$ cat src/rtl/spi_fe_pkg.sv
package spi_fe_pkg;
  // Control events handed from the frame controller to the shift datapath.
  typedef struct packed {
    logic startFrame; // select fell: new frame
    logic preload;    // select fell with clock idle low (mode 0): load tx now
    logic capture;    // rising serial-clock edge inside a frame
    logic launch;     // falling serial-clock edge inside a frame
    logic endFrame;   // select rose while a frame was open
  } feStrobes_t;
endpackage

$ cat src/rtl/spi_fe_sync.sv
module spi_fe_sync #(
  parameter int WIDTH  = 3,
  parameter int STAGES = 2
) (
  input  logic             clk,
  input  logic             rstN,
  input  logic [WIDTH-1:0] asyncIn,
  output logic [WIDTH-1:0] syncOut
);
  generate
    for (genvar g = 0; g < WIDTH; g++) begin : gBit
      logic [STAGES-1:0] chain;
      always_ff @(posedge clk or negedge rstN) begin
        if (!rstN) chain <= '0;
        else       chain <= {chain[STAGES-2:0], asyncIn[g]};
      end
      assign syncOut[g] = chain[STAGES-1];
    end
  endgenerate
endmodule

$ cat src/rtl/spi_fe_ctrl.sv
module spi_fe_ctrl
  import spi_fe_pkg::*;
(
  input  logic       clk,
  input  logic       rstN,
  input  logic       selSync,
  input  logic       clkSync,
  output feStrobes_t strobes,
  output logic       frameActive,
  output logic       idleHigh
);
  logic selPrev, clkPrev;
  logic selFall, selRise, clkRise, clkFall;

  always_comb begin
    selFall = selPrev & ~selSync;
    selRise = ~selPrev & selSync;
    clkRise = ~clkPrev & clkSync;
    clkFall = clkPrev & ~clkSync;
    strobes.startFrame = selFall;
    strobes.preload    = selFall & ~clkSync;
    strobes.capture    = frameActive & ~selSync & clkRise;
    strobes.launch     = frameActive & ~selSync & clkFall;
    strobes.endFrame   = frameActive & selRise;
  end

  // Synchronizers reset to 0, so a select held low through reset
  // never looks like a falling edge: a fresh edge is required.
  always_ff @(posedge clk or negedge rstN) begin
    if (!rstN) begin
      selPrev     <= 1'b0;
      clkPrev     <= 1'b0;
      frameActive <= 1'b0;
      idleHigh    <= 1'b1;
    end else begin
      selPrev <= selSync;
      clkPrev <= clkSync;
      if (selFall) begin
        frameActive <= 1'b1;
        idleHigh    <= clkSync;
      end else if (selRise) begin
        frameActive <= 1'b0;
      end
    end
  end

  assert_open_on_fall_R3: assert property (@(posedge clk) disable iff (!rstN)
    $rose(frameActive) |-> $past(selPrev && !selSync));

  assert_mode_held_R4: assert property (@(posedge clk) disable iff (!rstN)
    !$stable(idleHigh) |-> $past(selFall));

  assert_closed_when_deselected_R2: assert property (@(posedge clk) disable iff (!rstN)
    (selSync && selPrev) |-> !frameActive);
endmodule

$ cat src/rtl/spi_fe_dp.sv
module spi_fe_dp
  import spi_fe_pkg::*;
#(
  parameter int BYTE_W = 8
) (
  input  logic              clk,
  input  logic              rstN,
  input  feStrobes_t        strobes,
  input  logic              dinSync,
  input  logic [BYTE_W-1:0] txByte,
  input  logic              txValid,
  output logic              txMsb,
  output logic              txTake,
  output logic [BYTE_W-1:0] rxByte,
  output logic              rxValid,
  output logic              rxFirst,
  output logic              rxEnd
);
  localparam int CNT_W = $clog2(BYTE_W);
  localparam logic [CNT_W-1:0] LAST_BIT = CNT_W'(BYTE_W - 1);

  logic [CNT_W-1:0]  bitCnt;
  logic [BYTE_W-1:0] rxShift;
  logic [BYTE_W-1:0] txShift;
  logic              firstPending;
  logic [BYTE_W-1:0] loadVal;

  assign loadVal = txValid ? txByte : '0;
  assign txMsb   = txShift[BYTE_W-1];

  always_ff @(posedge clk or negedge rstN) begin
    if (!rstN) begin
      bitCnt       <= '0;
      rxShift      <= '0;
      txShift      <= '0;
      firstPending <= 1'b0;
      rxByte       <= '0;
      rxValid      <= 1'b0;
      rxFirst      <= 1'b0;
      rxEnd        <= 1'b0;
      txTake       <= 1'b0;
    end else begin
      rxValid <= 1'b0;
      rxFirst <= 1'b0;
      rxEnd   <= 1'b0;
      txTake  <= 1'b0;
      if (strobes.startFrame) begin
        bitCnt       <= '0;
        rxShift      <= '0;
        firstPending <= 1'b1;
        if (strobes.preload) begin
          txShift <= loadVal;
          txTake  <= txValid;
        end else begin
          txShift <= '0;
        end
      end else begin
        if (strobes.capture) begin
          rxShift <= {rxShift[BYTE_W-2:0], dinSync};
          if (bitCnt == LAST_BIT) begin
            bitCnt       <= '0;
            rxByte       <= {rxShift[BYTE_W-2:0], dinSync};
            rxValid      <= 1'b1;
            rxFirst      <= firstPending;
            firstPending <= 1'b0;
          end else begin
            bitCnt <= bitCnt + CNT_W'(1);
          end
        end
        if (strobes.launch) begin
          if (bitCnt == '0) begin
            txShift <= loadVal;
            txTake  <= txValid;
          end else begin
            txShift <= {txShift[BYTE_W-2:0], 1'b0};
          end
        end
        if (strobes.endFrame) begin
          rxEnd  <= 1'b1;
          bitCnt <= '0;
        end
      end
    end
  end

  assert_byte_after_capture_R1: assert property (@(posedge clk) disable iff (!rstN)
    rxValid |-> $past(strobes.capture));

  assert_first_with_valid_R7: assert property (@(posedge clk) disable iff (!rstN)
    rxFirst |-> rxValid);

  assert_take_on_load_R8: assert property (@(posedge clk) disable iff (!rstN)
    txTake |-> $past((strobes.preload || strobes.launch) && txValid));

  assert_end_after_close_R9: assert property (@(posedge clk) disable iff (!rstN)
    rxEnd |-> ($past(strobes.endFrame) && !rxValid));
endmodule

$ cat src/rtl/spi_target_frontend.sv
module spi_target_frontend
  import spi_fe_pkg::*;
#(
  parameter int BYTE_W      = 8,
  parameter int SYNC_STAGES = 2
) (
  input  logic              clk,
  input  logic              rstN,
  input  logic              spiSelN,
  input  logic              spiClk,
  input  logic              spiDin,
  output logic              spiDout,
  output logic              spiDoutEn,
  output logic              clkIdleHigh,
  output logic [BYTE_W-1:0] rxByte,
  output logic              rxValid,
  output logic              rxFirst,
  output logic              rxEnd,
  input  logic [BYTE_W-1:0] txByte,
  input  logic              txValid,
  output logic              txTake
);
  logic [2:0] pinSync;
  feStrobes_t strobes;
  logic       frameActive;
  logic       txMsb;

  spi_fe_sync #(.WIDTH(3), .STAGES(SYNC_STAGES)) i_sync (
    .clk(clk), .rstN(rstN),
    .asyncIn({spiSelN, spiClk, spiDin}),
    .syncOut(pinSync)
  );

  spi_fe_ctrl i_ctrl (
    .clk(clk), .rstN(rstN),
    .selSync(pinSync[2]), .clkSync(pinSync[1]),
    .strobes(strobes), .frameActive(frameActive), .idleHigh(clkIdleHigh)
  );

  spi_fe_dp #(.BYTE_W(BYTE_W)) i_dp (
    .clk(clk), .rstN(rstN), .strobes(strobes), .dinSync(pinSync[0]),
    .txByte(txByte), .txValid(txValid), .txMsb(txMsb), .txTake(txTake),
    .rxByte(rxByte), .rxValid(rxValid), .rxFirst(rxFirst), .rxEnd(rxEnd)
  );

  assign spiDoutEn = frameActive;
  assign spiDout   = frameActive & txMsb;
endmodule

$ cat config.mk
export PLATFORM = sky130hd
export DESIGN_NAME = spi_target_frontend
export DESIGN_NICKNAME = d
export VERILOG_FILES = /design/src/rtl/spi_fe_pkg.sv /design/src/rtl/spi_fe_sync.sv /design/src/rtl/spi_fe_ctrl.sv /design/src/rtl/spi_fe_dp.sv /design/src/rtl/spi_target_frontend.sv
export SDC_FILE = /design/constraint.sdc
export NUM_CORES = 1
export LEC_CHECK = 0
export CAP_MARGIN = 20
export CORE_ASPECT_RATIO = 1.25
export CORE_MARGIN = 3
export CORE_UTILIZATION = 56
export DETAILED_ROUTE_END_ITERATION = 12
export PLACE_DENSITY = 0.83
export SETUP_SLACK_MARGIN = 0.2
export SLEW_MARGIN = 15
export SYNTH_ARGS = -nofsm -noshare
export SYNTH_HDL_FRONTEND = slang
export SYNTH_SLANG_ARGS = --single-unit
$ cat constraint.sdc
create_clock -name clk -period 3 [get_ports clk]
set_input_delay 0.6 -clock clk [delete_from_list [all_inputs] [get_ports clk]]
set_output_delay 0.6 -clock clk [all_outputs]
set_load 0.01 [all_outputs]
; Word-level counts from Yosys, hierarchy flattened
; Index checks and enable logic that the tools add are counted.
[word_totals]
inputBits = 14
ff_bits = 41
word_cells = 69
out_inout_bits = 15
[classes]
bitwise_logic = 15
n_eq_ne = 1
mux = 28
reduce_logical = 8
n_addsub = 1
[ops]
columns = operator, n
row1 = $mux 8, 5
row2 = $mux 1, 17
row3 = $mux 7, 2
row4 = $mux 3, 4
row5 = $and 1x1->1, 10
row6 = $reduce_bool 2->1, 4
row7 = $not 1->1, 5
row8 = $add 3x1->3 const B, 1
row9 = $eq 3x3->1 const B, 1
row10 = $logic_not 3->1, 1
row11 = $reduce_and 3->1, 1
row12 = $reduce_bool 3->1, 1
row13 = $reduce_and 2->1, 1

; Logic depth before layout (Yosys ltp)
[logic_depth]
ltp_word = 6
ltp_mapped = 7
ltp_nobuf = 5

; Hierarchy
; A second synthesis with hierarchy kept.
[unflattened]
hier_cells = 144
hier_area_um2 = 1836.8
[modules_own_cells]
columns = mod, area_per_inst_um2, n_inst, cells_each, seq_area_each_um2
row1 = spi_fe_dp, 1452.6, 1, 119, 775.7
row2 = spi_fe_ctrl, 205.2, 1, 15, 101.3
row3 = spi_fe_sync, 172.7, 1, 9, 150.1
row4 = spi_target_frontend, 6.3, 1, 1, 0.0

; Worst setup path before layout
; Ideal clock, no wire load.
[synth_timing]
kind = input to register
from = in txValid
to = reg i_dp.txShift[1]
setup_time_ns = 0.110
path_buffers = 1
t_arrival_ns = 1.383
cell_stages = 4
required_ns = 2.890
setup_slack_ns = 1.507
path_cell_list = buf_2 > nor2b_1 > a21boi_0 > o41ai_1
[synth_between]
elab_chain_len = 4
word_cells_on_any_way = 5
cone_classes = 5 x mux
[synth_rtl]
columns = item, line
row1 = "start, declared", spi_target_frontend.sv:20  ; input logic txValid,
row2 = $mux 8 *, spi_fe_dp.sv:28  ; assign loadVal = txValid ? txByte : '0;
row3 = $mux 8, spi_fe_dp.sv:71  ; if (bitCnt == '0) begin
row4 = $mux 8, spi_fe_dp.sv:70  ; if (strobes.launch) begin
row5 = $mux 8 *, spi_fe_dp.sv:47  ; if (strobes.startFrame) begin
row6 = "end signal, assigned", spi_fe_dp.sv:52  ; txShift <= loadVal;
row7 = "end signal, assigned", spi_fe_dp.sv:72  ; txShift <= loadVal;
row8 = "end signal, assigned", spi_fe_dp.sv:75  ; txShift <= {txShift[BYTE_W-2:0], 1'b0};
row9 = "end, declared", spi_fe_dp.sv:24  ; logic [BYTE_W-1:0] txShift;
; Mark *: on every way between the ends. The rest lies on a longest branch, timed or not. The select of a mux whose other input is x is not followed.
; A chain may end at the register's enable or synchronous reset.

; Worst setup path in the final report
[layout_timing]
from = reg i_ctrl.frameActive
to = out spiDout
[layout_between]
elab_chain_len = 1
[layout_rtl]
columns = item, line
row1 = "start, declared", spi_fe_ctrl.sv:9  ; output logic frameActive,
row2 = "start signal, assigned", spi_fe_ctrl.sv:33  ; frameActive <= 1'b0;
row3 = "start signal, assigned", spi_fe_ctrl.sv:39  ; frameActive <= 1'b1;
row4 = "start signal, assigned", spi_fe_ctrl.sv:42  ; frameActive <= 1'b0;
row5 = $and 1x1->1, spi_target_frontend.sv:47  ; assign spiDout = frameActive & txMsb;
row6 = "end, declared", spi_target_frontend.sv:12  ; output logic spiDout,
; No other way between the ends.

==> out/qor.csv <==
metric;value;unit
status;complete, no violations;
fill_cells;223;
layout_commonest_cell;dfrtp_1;
cts-buffers-inserted;5;
regArea;0.00103;sq mm
max-clock-path-buffers;2;
die_area;0.00389;sq mm
antenna_found_initial;0;
pre_cts_ws;790;ps
clk_latency;350;ps
rsz0062_at_grt;false;
yosysWarnings;0;
areaGrowthSynthToFinish;20.1;%
dp_cells;204;
intPower;862;uW
syn_nets;166;
clkPwrFrac;0.232;
multi_input_area;704;sq um
syn_avg_cell_area;12.2;sq um
cp_cell_sequence;and2_1, clkdlybuf4s50_1;
n_antenna_cell;0;
maxCapViolCount;0;
crit_buf_inv;1;
skew;9.04;ps
cp-start-kind;flop;
peakVddDrop;0.383;mV
setup-violations-final;0;
post_drt_wl_per_cell;16.1;um
track_usage;0.198;
cts_hold_buf;0;
io_pins;29;
drtPass1Iterations;4;
gp_congestion;0.827;
drc_errors;0;
postCtsResizedCells;0;
static-leakage-power;0.000957;uW
core_area;0.00300;sq mm
drtIter0Drc;57;
grt_max_degree;42;
cp_slowest_cell;clkdlybuf4s50_1;
clk_pin_slew;120;ps
holdCritPathClass;in -> async;
start_util;0.593;
cts.sinks;41;
postCtsSetupBuffers;0;
seqPwrFrac;0.541;
grt_pass1_wl;6060;um
netlist_area;0.00178;sq mm
instances_no_fill;212;
vias_per_cell;6.04;
dp_hpwl;2350;um
final_nets;195;
layout_setup_ws;880;ps
pwr-share-comb;0.227;
switchingPower;381;uW
ant_nets;0;
synth_seq_cells;41;
swShare;0.307;
die_x;56.4;um
die_y;69.0;um
final.setup.tns;0;ps
fmax;472;MHz
io_buffers;28;
critPathMaxStageDelay;530;ps
critPathMaxFanout;8;
cp.required;2400;ps
seq_area_frac_synth;0.577;
p_per_area;582;mW/mm^2
worst-setup-path-type;reg -> out;
critical_path.top_delay_family;buffers and inverters;
routed_wl;3410;um
whs;359;ps
rows;22;
final-hold-violation-count;0;
drv_slew;0;
setup.worst_path.end_class;primary output;
cts_tree;done;
vias;1280;
cts-root-buf;clkbuf_4;
slew_headroom;0.408;
postLayoutCoreUtil;0.712;
ys_types;29;
cts_htree_levels;2;
synthCells;146;
worst_slew_pin_slew;888;ps
final_cell_mix;40 x dfrtp_1, 27 x clkdlybuf4s50_1, 9 x mux2_2;
first_global_vias;1363;
overflow;0;
period_minus_slack;2120;ps
critPathArrivalTime;1520;ps
period_share;0.707;
drive_gt1_frac;0.125;
## Yosys cell counts
master | n | area [sq um]
ha_1 | 6 | 75.1
nor3b_1 | 2 | 15.0
dfrtp_1 | 40 | 1000
a22o_1 | 7 | 61.3
and2_1 | 2 | 12.5
o22ai_1 | 1 | 6.26
clkbuf_1 | 4 | 15.0
nor2_2 | 1 | 6.26
nor2_1 | 4 | 15.0
nand3b_1 | 4 | 30.0
o211ai_1 | 4 | 30.0
nand4bb_1 | 2 | 22.5
nand2b_1 | 1 | 6.26
nor2b_1 | 4 | 25.0
mux2i_1 | 2 | 20.0
inv_1 | 6 | 22.5
o21ai_0 | 2 | 10.0
o41ai_1 | 5 | 43.8
nor3_1 | 7 | 35.0
a21boi_0 | 6 | 45.0
dfstp_2 | 1 | 26.3
mux2_2 | 9 | 101
nand3_4 | 1 | 17.5
nand3_1 | 7 | 35.0
and4bb_2 | 2 | 25.0
buf_2 | 2 | 10.0
a31oi_1 | 2 | 12.5
a21oi_1 | 7 | 35.0
nand2_1 | 5 | 18.8
## worst reg2reg max path, stage by stage, from the launching register on
cell and delay (ps):
dfrtp_1 460, inv_1 110, ha_1 380, inv_1 300, nand3_4 210, mux2_2 350
## sequential cells by signal, summed over array words and instances, names as in the netlist
name,cells
i_dp.rxByte,8
i_dp.txShift,8
i_dp.rxShift,7
i_sync.gBit.chain,6
i_dp.bitCnt,3
i_ctrl.clkPrev,1
i_ctrl.frameActive,1
i_ctrl.idleHigh,1
i_ctrl.selPrev,1
i_dp.firstPending,1
i_dp.rxEnd,1
i_dp.rxFirst,1
i_dp.rxValid,1
i_dp.txTake,1
## cells by family after synthesis
kind of cell,Yosys count,synth area share
fa+ha+maj,6,0.0422
simple gates,42,0.148
mux,11,0.0682
flops,41,0.577
compound gates,34,0.137
buf+inv,12,0.0267
## area by class of cell
type                    count  area share
flip-flops and latches     41       0.481
multi-input cells          93       0.330
repair buffers             28       0.129
clock buffers               7      0.0258
well taps                  36      0.0211
inverters                   6      0.0105
clock inverters             1     0.00351
## metrics by stage
stage,instance area [sq um],total power [uW]
2_1_floorplan,1780,861
3_3_place_gp,2070,940
3_5_place_dp,2070,964
4_1_cts,2140,1250
5_1_grt,2140,1330
6_report,2140,1240
## metal layers
| layer | GRT usage | up-vias | part of all wire |
|---|---|---|---|
| met4 | 0.106 | 0 | 0.032 |
| met3 | 0.0674 | 12 | 0.051 |
| li1 | - | 592 | - |
| met2 | 0.306 | 42 | 0.49 |
| met5 | 0 | - | 0 |
| met1 | 0.244 | 634 | 0.43 |
## final timing paths
check / startpoint / slack, ps / endpoint / cells past startpoint
hold reg to reg: i_sync.gBit[1].chain[0] / 360 / i_sync.gBit[1].chain[1] / 0
setup / recovery: i_ctrl.frameActive / 880 / spiDout / 2
max in group asynchronous: rstN / 2090 / i_dp.bitCnt[0] / 1
setup reg to reg: i_sync.gBit[2].chain[1] / 1100 / i_dp.rxByte[0] / 5
hold / removal: rstN / 360 / i_dp.txShift[5] / 1
min in group clk: i_sync.gBit[1].chain[0] / 360 / i_sync.gBit[1].chain[1] / 0
## power by group through the flow
stage          sequential (uW)  clock, uW  combinational, uW
2_1_floorplan              672          0                189
3_3_place_gp               679          0                261
3_5_place_dp               683          0                281
4_1_cts                    673        299                282
5_1_grt                    682        325                318
6_report                   673        289                282
Power figures use the tool's default switching activity.
